<file path="config.mk">
export PLATFORM = sky130hd
export DESIGN_NAME = gpio_irq_detect
export DESIGN_NICKNAME = d
export VERILOG_FILES = /design/src/rtl/gid_pkg.sv /design/src/rtl/gid_cfg_bank.sv /design/src/rtl/gid_line_det.sv /design/src/rtl/gid_combine.sv /design/src/rtl/gpio_irq_detect.sv
export SDC_FILE = /design/constraint.sdc
export NUM_CORES = 1
export LEC_CHECK = 0
export ABC_AREA = 1
export BUFFER_PORTS_ARGS = -buffer_cell sky130_fd_sc_hd__buf_4
export CAP_MARGIN = 10
export CORE_MARGIN = 2
export CORE_UTILIZATION = 39
export DETAILED_ROUTE_END_ITERATION = 10
export PLACE_DENSITY = 0.62
export SKIP_CTS_REPAIR_TIMING = 1
export SYNTH_ARGS = -nofsm -noshare
export SYNTH_HDL_FRONTEND = slang
export SYNTH_SLANG_ARGS = --single-unit
</file>
<file path="constraint.sdc">
create_clock -name clk -period 1.05 [get_ports clk]
set_clock_uncertainty 0.1 [all_clocks]
set_input_delay 0.0525 -clock clk [delete_from_list [all_inputs] [get_ports clk]]
set_output_delay 0.0525 -clock clk [all_outputs]
set_load 0.005 [all_outputs]
</file>
<file path="src/rtl/gid_pkg.sv">
package gid_pkg;

  typedef struct packed {
    logic level;   // 1: level sensing, 0: edge sensing
    logic both;    // edge mode: any transition
    logic pol;     // 1: high / rising, 0: low / falling
  } line_cfg_t;

  // Edge event between the previous and the current sample.
  function automatic logic edge_event(input logic prev, input logic cur,
                                      input line_cfg_t cfg);
    logic rise;
    logic fall;
    rise = ~prev & cur;
    fall = prev & ~cur;
    if (cfg.level)
      return 1'b0;
    else if (cfg.both)
      return rise | fall;
    else
      return cfg.pol ? rise : fall;
  endfunction

  // Level condition: pin sits at the selected level.
  function automatic logic level_active(input logic cur, input line_cfg_t cfg);
    return cfg.level & ~(cur ^ cfg.pol);
  endfunction

endpackage

</file>
<file path="src/rtl/gid_cfg_bank.sv">
module gid_cfg_bank #(
  parameter int N_LINES = 8
) (
  input  logic               clk,
  input  logic               rst_n,
  input  logic               wr_sense,
  input  logic               wr_both,
  input  logic               wr_pol,
  input  logic               wr_enable,
  input  logic [N_LINES-1:0] wr_data,
  output logic [N_LINES-1:0] sense_q,
  output logic [N_LINES-1:0] both_q,
  output logic [N_LINES-1:0] pol_q,
  output logic [N_LINES-1:0] enable_q
);

  localparam int N_REGS = 4;

  logic [N_REGS-1:0]              strobe;
  logic [N_REGS-1:0][N_LINES-1:0] bank_q;

  assign strobe = {wr_enable, wr_pol, wr_both, wr_sense};

  for (genvar r = 0; r < N_REGS; r++) begin : g_reg
    always_ff @(posedge clk or negedge rst_n) begin
      if (!rst_n)
        bank_q[r] <= '0;
      else if (strobe[r])
        bank_q[r] <= wr_data;
    end
  end

  assign sense_q  = bank_q[0];
  assign both_q   = bank_q[1];
  assign pol_q    = bank_q[2];
  assign enable_q = bank_q[3];

endmodule

</file>
<file path="src/rtl/gid_line_det.sv">
module gid_line_det
  import gid_pkg::*;
(
  input  logic      clk,
  input  logic      rst_n,
  input  logic      pin,
  input  line_cfg_t cfg,
  input  logic      clr,
  output logic      hit,
  output logic      latched,
  output logic      raw
);

  logic prev_q;
  logic lat_q;

  always_ff @(posedge clk or negedge rst_n) begin
    if (!rst_n)
      prev_q <= 1'b0;
    else
      prev_q <= pin;
  end

  assign hit = edge_event(prev_q, pin, cfg);

  // A new edge has priority over a clear in the same cycle.
  always_ff @(posedge clk or negedge rst_n) begin
    if (!rst_n)
      lat_q <= 1'b0;
    else
      lat_q <= hit | (lat_q & ~clr);
  end

  assign latched = lat_q;
  assign raw     = cfg.level ? level_active(pin, cfg) : lat_q;

endmodule

</file>
<file path="src/rtl/gid_combine.sv">
module gid_combine #(
  parameter int N_LINES = 8
) (
  input  logic [N_LINES-1:0] raw,
  input  logic [N_LINES-1:0] enable,
  output logic [N_LINES-1:0] masked,
  output logic               any
);

  assign masked = raw & enable;
  assign any    = |masked;

endmodule

</file>
<file path="src/rtl/gpio_irq_detect.sv">
module gpio_irq_detect
  import gid_pkg::*;
#(
  parameter int N_LINES = 8
) (
  input  logic               clk,
  input  logic               rst_n,
  input  logic [N_LINES-1:0] pin_sync,
  input  logic               wr_sense,
  input  logic               wr_both,
  input  logic               wr_pol,
  input  logic               wr_enable,
  input  logic               wr_clear,
  input  logic [N_LINES-1:0] wr_data,
  output logic [N_LINES-1:0] raw_status,
  output logic [N_LINES-1:0] masked_status,
  output logic               irq
);

  logic [N_LINES-1:0] sense_q;
  logic [N_LINES-1:0] both_q;
  logic [N_LINES-1:0] pol_q;
  logic [N_LINES-1:0] enable_q;
  logic [N_LINES-1:0] clr_vec;
  logic [N_LINES-1:0] hit_vec;
  logic [N_LINES-1:0] edge_lat;

  gid_cfg_bank #(.N_LINES(N_LINES)) u_cfg (
    .clk       (clk),
    .rst_n     (rst_n),
    .wr_sense  (wr_sense),
    .wr_both   (wr_both),
    .wr_pol    (wr_pol),
    .wr_enable (wr_enable),
    .wr_data   (wr_data),
    .sense_q   (sense_q),
    .both_q    (both_q),
    .pol_q     (pol_q),
    .enable_q  (enable_q)
  );

  assign clr_vec = wr_clear ? wr_data : '0;

  for (genvar i = 0; i < N_LINES; i++) begin : g_line
    line_cfg_t cfg;
    assign cfg = '{level: sense_q[i], both: both_q[i], pol: pol_q[i]};

    gid_line_det u_det (
      .clk     (clk),
      .rst_n   (rst_n),
      .pin     (pin_sync[i]),
      .cfg     (cfg),
      .clr     (clr_vec[i]),
      .hit     (hit_vec[i]),
      .latched (edge_lat[i]),
      .raw     (raw_status[i])
    );
  end

  gid_combine #(.N_LINES(N_LINES)) u_comb (
    .raw    (raw_status),
    .enable (enable_q),
    .masked (masked_status),
    .any    (irq)
  );

endmodule


</file>
Word level (Yosys, flattened, before mapping)
Cells that the tools add are included.
- register bits: 48
- bits of input ports: 23
- output and inout port bits: 17
- logic and storage cells: 143
- mux-type cells: 33
- bitwise gates (word level): 89
- reductions and logical operators: 1
- operators with widths (operator ; count):
    1-bit AND ; 32
    1-bit two-way mux ; 32
    1-bit NOT ; 32
    1-bit OR ; 16
    8-bit AND ; 1
    8-bit two-way mux ; 1
    8-bit OR reduction ; 1
    1-bit XOR ; 8

Logic depth before layout (Yosys ltp)
- depth after elaboration: 6
- gate-level depth with buffers: 8
- mapped depth without buffers: 8

Hierarchy
A second synthesis with hierarchy kept.
- cell total of the unflattened synthesis: 344
- area, all modules: 2543.7 um^2
- modules (own cells, without submodules) (module ; times used ; cells an instance ; area each (um^2) ; sequential area each (um^2)):
    gid_cfg_bank ; 1 ; 136 ; 1221.2 ; 800.8
    gid_line_det ; 8 ; 21 ; 146.4 ; 50.0
    gid_combine ; 1 ; 23 ; 86.3 ; 0.0
    gpio_irq_detect ; 1 ; 17 ; 65.1 ; 0.0

Least setup slack after synthesis
No wires, ideal clock.
- path kind: flip-flop to flip-flop
- start: register g_line[6].u_det.prev_q
- end: register g_line[6].u_det.lat_q
- setup time: 0.120 ns
- data arrival time: 0.878 ns
- data required time: 0.830 ns
- path slack: -0.048 ns
- cell stages (with the launch flop): 4
- buffers on the path: 0
- clock period less this slack: 1.098 ns
- cell sequence: dfrtp_1 -> ha_1 -> nand2_1 -> a31o_2
- cells in the longest elaborated chain, start to end: 6
- elaborated cells on any way between the ends: 8
- those cells by class: mux (3); bitwise (5)
- ends and longest elaborated chain (element ; line ; RTL):
    from (decl) ; gid_line_det.sv:14 ; logic prev_q;
    from (signal assigned) ; gid_line_det.sv:21 ; prev_q <= pin;
    1-bit NOT ; gid_pkg.sv:14 ; rise = ~prev & cur;
    1-bit AND ; gid_pkg.sv:14 ;
    1-bit two-way mux or 1-bit OR (tied branches) ; gid_pkg.sv:21, gid_pkg.sv:19 ;
    1-bit two-way mux * ; gid_pkg.sv:18 ; else if (cfg.both)
    1-bit two-way mux * ; gid_pkg.sv:16 ; if (cfg.level)
    1-bit OR * ; gid_line_det.sv:31 ; lat_q <= hit | (lat_q & ~clr);
    to (signal assigned) ; gid_line_det.sv:31 ;
    to (decl) ; gid_line_det.sv:15 ; logic lat_q;
Mark *: on every way between the ends. The rest lies on a longest branch, timed or not.
A chain may end at the register's enable or synchronous reset.

Worst setup path in the final report
- start: register g_line[3].u_det.lat_q
- end: output irq
- cells in the longest elaborated chain, start to end: 3
- ends and longest elaborated chain (element ; line ; RTL):
    from (decl) ; gid_line_det.sv:15 ;
    from (signal assigned) ; gid_line_det.sv:31 ;
    1-bit two-way mux ; gid_line_det.sv:35 ; assign raw = cfg.level ? level_active(pin, cfg) : lat_q;
    8-bit AND ; gid_combine.sv:10 ; assign masked = raw & enable;
    8-bit OR reduction ; gid_combine.sv:11 ; assign any = |masked;
    to (decl) ; gpio_irq_detect.sv:17 ; output logic irq
Every way passes these cells.

==> results by group <==
STA
  – Worst hold slack: -0.00483 ns
  – Final hold viol count: 1
  – Relative slew slack: between 70% and 80%
  – Final setup viols: 25
  – Fin. max-slew vios: 0
  – Slew at the pin closest to its max-slew limit: slightly above 0.3 ns
  – Fmax: slightly above 600 MHz
  – Post-route worst setup slack: -0.555 ns
  – Final min period: between 1.5 and 2 ns
  – Tcrit/Tclk final: 153%
  – Setup_tns: -7.56 ns
  – RSZ-0062 raised after global routing: yes

Floorplanning
  – Core ar.: 6280 um2
  – # IOs: 40
  – Die W: approximately 84 um
  – Starting Density: approximately 40%
  – Die Y: 84.3 um
  – FP Rows: 29
  – Die area: 7100 um2

Critical path
  – Critical path class: flip-flop to output port
  – Worst-path cell chain: or2_1 > nand3_2 > nand2_1 > nor2_2 > nand2_1 > buf_4
  – Worst path depth: 6
  – Max incr delay on CP: between 0.3 and 0.4 ns
  – Reg-to-reg slack, setup: -0.11 ns
  – R2R Path Start: g_line[6].u_det.prev_q$_DFF_PN0_
  – Crit-path slowest cell: dfrtp_1
  – CP required: about 0.9 ns
  – Crit path to: irq
  – Crit path max-delay family: simple AND/OR/NAND/NOR gates
  – Crit path arrival time: around 1.5 ns
  – Maximum fanout along the worst path: 2
  – Crit. End Element: output port
  – Reg2reg end: g_line[6].u_det.latched$_DFF_PN0_
  – R2r worst-path depth: 3
  – Setup crit start kind: flip-flop
  – Crit path from: g_line[3].u_det.latched$_DFF_PN0_
  – Buf+Inv Stages, Crit Path: 1
  – CP most frequent cell: nand2_1

Global routing
  – Initial antenna violation count: 0
  – Global route total overflow: 0
  – First-pass GRT wire length: roughly 9100 um
  – Total GRT Usage: 16.1%
  – Vias in the first global route: between 2,000 and 2,500
  – Largest net degree at the start of global routing: 21

Clock tree
  – Total CTS buffers: 5
  – Root buffer cell: clkbuf_8
  – Clk_lat worst skew: 0.30 ns
  – Reg clk slew, reported paths: around 0.090 ns
  – H-tree Lvls: 2
  – Clk sinks: 48
  – CTS tree: done
  – Clock Path Buffers: 2

Placed design
  – Detailed Place HPWL: around 4100 um
  – Placed Cells: 436
  – Port Buf Inserts: 39
  – RD Place Congestion: about 0.85

Finish
  – Layout cell share with drive strength beyond 1: between 50% and 60%
  – # diodes: 0
  – P&R area growth vs syn: 55.6%
  – Fin nets: between 400 and 500
  – Fin cells: around 470
  – Multi-input logic area: 1290 um2
  – Commonest cells after routing, fill and taps aside: buf_4, nand2_1, dfrtp_1
  – Commonest non-fill, non-tap cell in the layout: buf_4
  – Register cell area after layout: about 1200 um2
  – Filler instances: about 530
  – Layout Utilization: approximately 62%

Pwr
  – Power consumption: around 5.2 mW
  – Leak pwr: between 1.5 and 2 nW
  – Power Density: between 1000 and 1500 nW/um2
  – Flop pwr share: a little over two fifths
  – P_int: between 3 and 4 mW
  – Clock power share: around a quarter
  – Psw: around 1.4 mW
  – Comb pwr share: between 30% and 40%
  – Max VDD drop: 639 uV
  – Switching Fraction: 27.9%

Min path
  – Worst hold path class: primary input to flip-flop

Synth
  – Syn Inst Count: between 200 and 300
  – Ys Warns: 0
  – Cell area after synthesis: around 2500 um2
  – Yosys reg bits: between 40 and 50
  – Syn_nets: about 330
  – Synth unique cells: 17
  – Seq/Total Area, Yosys: 47.8%
  – Syn_area_per_cell: just under 9 um2

Route
  – Post-route ant nets: 0
  – Via/cell ratio: between 4 and 5
  – Pre-antenna DRT Iters: 4
  – WL/cell: about 13 um
  – Aggregate routed wire length: between 5000 and 6000 um
  – Via Count: 2,185
  – Detailed Route Iter0 Violations: between 50 and 60
  – Residual DRC: 0

Outcome
  – Status: finished with violations
  – Failing checks: negative hold slack, negative setup slack

Flow run
  – Max Cap Viol: 0
[layer usage]
layer / track usage (%) / wire length [um] / share of wire [%]
met3: 2.85 / 138 / 2.3
met2: 27.8 / 3080 / 51
met5: 0 / 0 / 0
met1: 20.7 / 2710 / 45
met4: 4.40 / 60 / 1.0
[how the worst min path moves through the flow]
stage	from	endpoint	slack [ns]	depth (start not counted)
after floorplan	rst_n	g_line[0].u_det.latched$_DFF_PN0_	-0.34	0
after global placement	rst_n	g_line[2].u_det.prev_q$_DFF_PN0_	-0.14	1
after detailed placement	rst_n	g_line[2].u_det.prev_q$_DFF_PN0_	-0.14	1
after CTS	rst_n	g_line[2].u_det.prev_q$_DFF_PN0_	-0.47	1
after global routing	wr_sense	u_cfg.sense_q[6]$_DFFE_PN0P_	0.006	3
final	wr_sense	u_cfg.sense_q[6]$_DFFE_PN0P_	-0.005	3
[cells in the mapped netlist]
master | count | area share (%)
a22o_1 | 7 | 2.4
inv_1 | 48 | 7.2
a31o_2 | 1 | 0.35
mux2_2 | 15 | 6.7
or2_1 | 6 | 1.5
nor2_1 | 2 | 0.30
a21oi_1 | 8 | 1.6
o21ai_0 | 17 | 3.4
buf_4 | 8 | 2.4
ha_1 | 16 | 8.0
inv_2 | 2 | 0.30
buf_2 | 5 | 1.0
dfrtp_1 | 48 | 48
nand2_1 | 87 | 13
nand3_2 | 3 | 1.2
or2_4 | 1 | 0.35
nand3_1 | 13 | 2.6
[stage by stage]
step | setup WS [ns] | hold slack, ns | instance area, um2
6_report | -0.555 | -0.00483 | 3910
4_1_cts | -0.605 | -0.470 | 3280
3_5_place_dp | -0.261 | -0.138 | 3180
5_1_grt | -0.630 | 0.00561 | 3910
2_1_floorplan | -0.0476 | -0.343 | 2510
3_3_place_gp | -0.243 | -0.137 | 3180
[registers in the layout (all words and copies together) (netlist names)]
name / count
g_line.u_det.latched: 8
g_line.u_det.prev_q: 8
u_cfg.both_q: 8
u_cfg.enable_q: 8
u_cfg.pol_q: 8
u_cfg.sense_q: 8
[logic make-up (layout without fill, tap and decap cells)]
logic type	count (synthesis)	count (layout)	synth area share (%)
AO/OA/AOI/OAI	33	33	7.77
adder cells (fa/ha/maj)	16	16	7.96
buffers and inverters	63	171	10.9
flip-flops	48	48	47.8
multiplexers	15	15	6.72
AND/OR/NAND/NOR	112	112	18.9
[layout make-up]
type / instances / share of cell area [%]
inverters: 50 / 4.80
well taps: 77 / 2.46
clock inverters: 2 / 0.895
flip-flops and latches: 48 / 30.7
repair buffers: 113 / 26.2
clock buffers: 6 / 1.85
multi-input cells: 176 / 33.1
[worst reg2reg max path: stages, from the launching register on]
cell and delay [ns]:
dfrtp_1 0.41, ha_4 0.28, nand2_2 0.04, a31o_2 0.23
[power by group through the flow]
| stage | sequential [mW] | clock (mW) | combinational, mW |
|---|---|---|---|
| finish | 2.18 | 1.32 | 1.66 |
| global route | 2.20 | 1.44 | 1.82 |
| CTS | 2.15 | 1.36 | 1.26 |
| detailed placement | 2.19 | 0 | 1.25 |
| global placement | 2.18 | 0 | 1.23 |
| floorplan | 2.17 | 0 | 0.625 |
No activity file was read; power rests on OpenSTA's default activity.
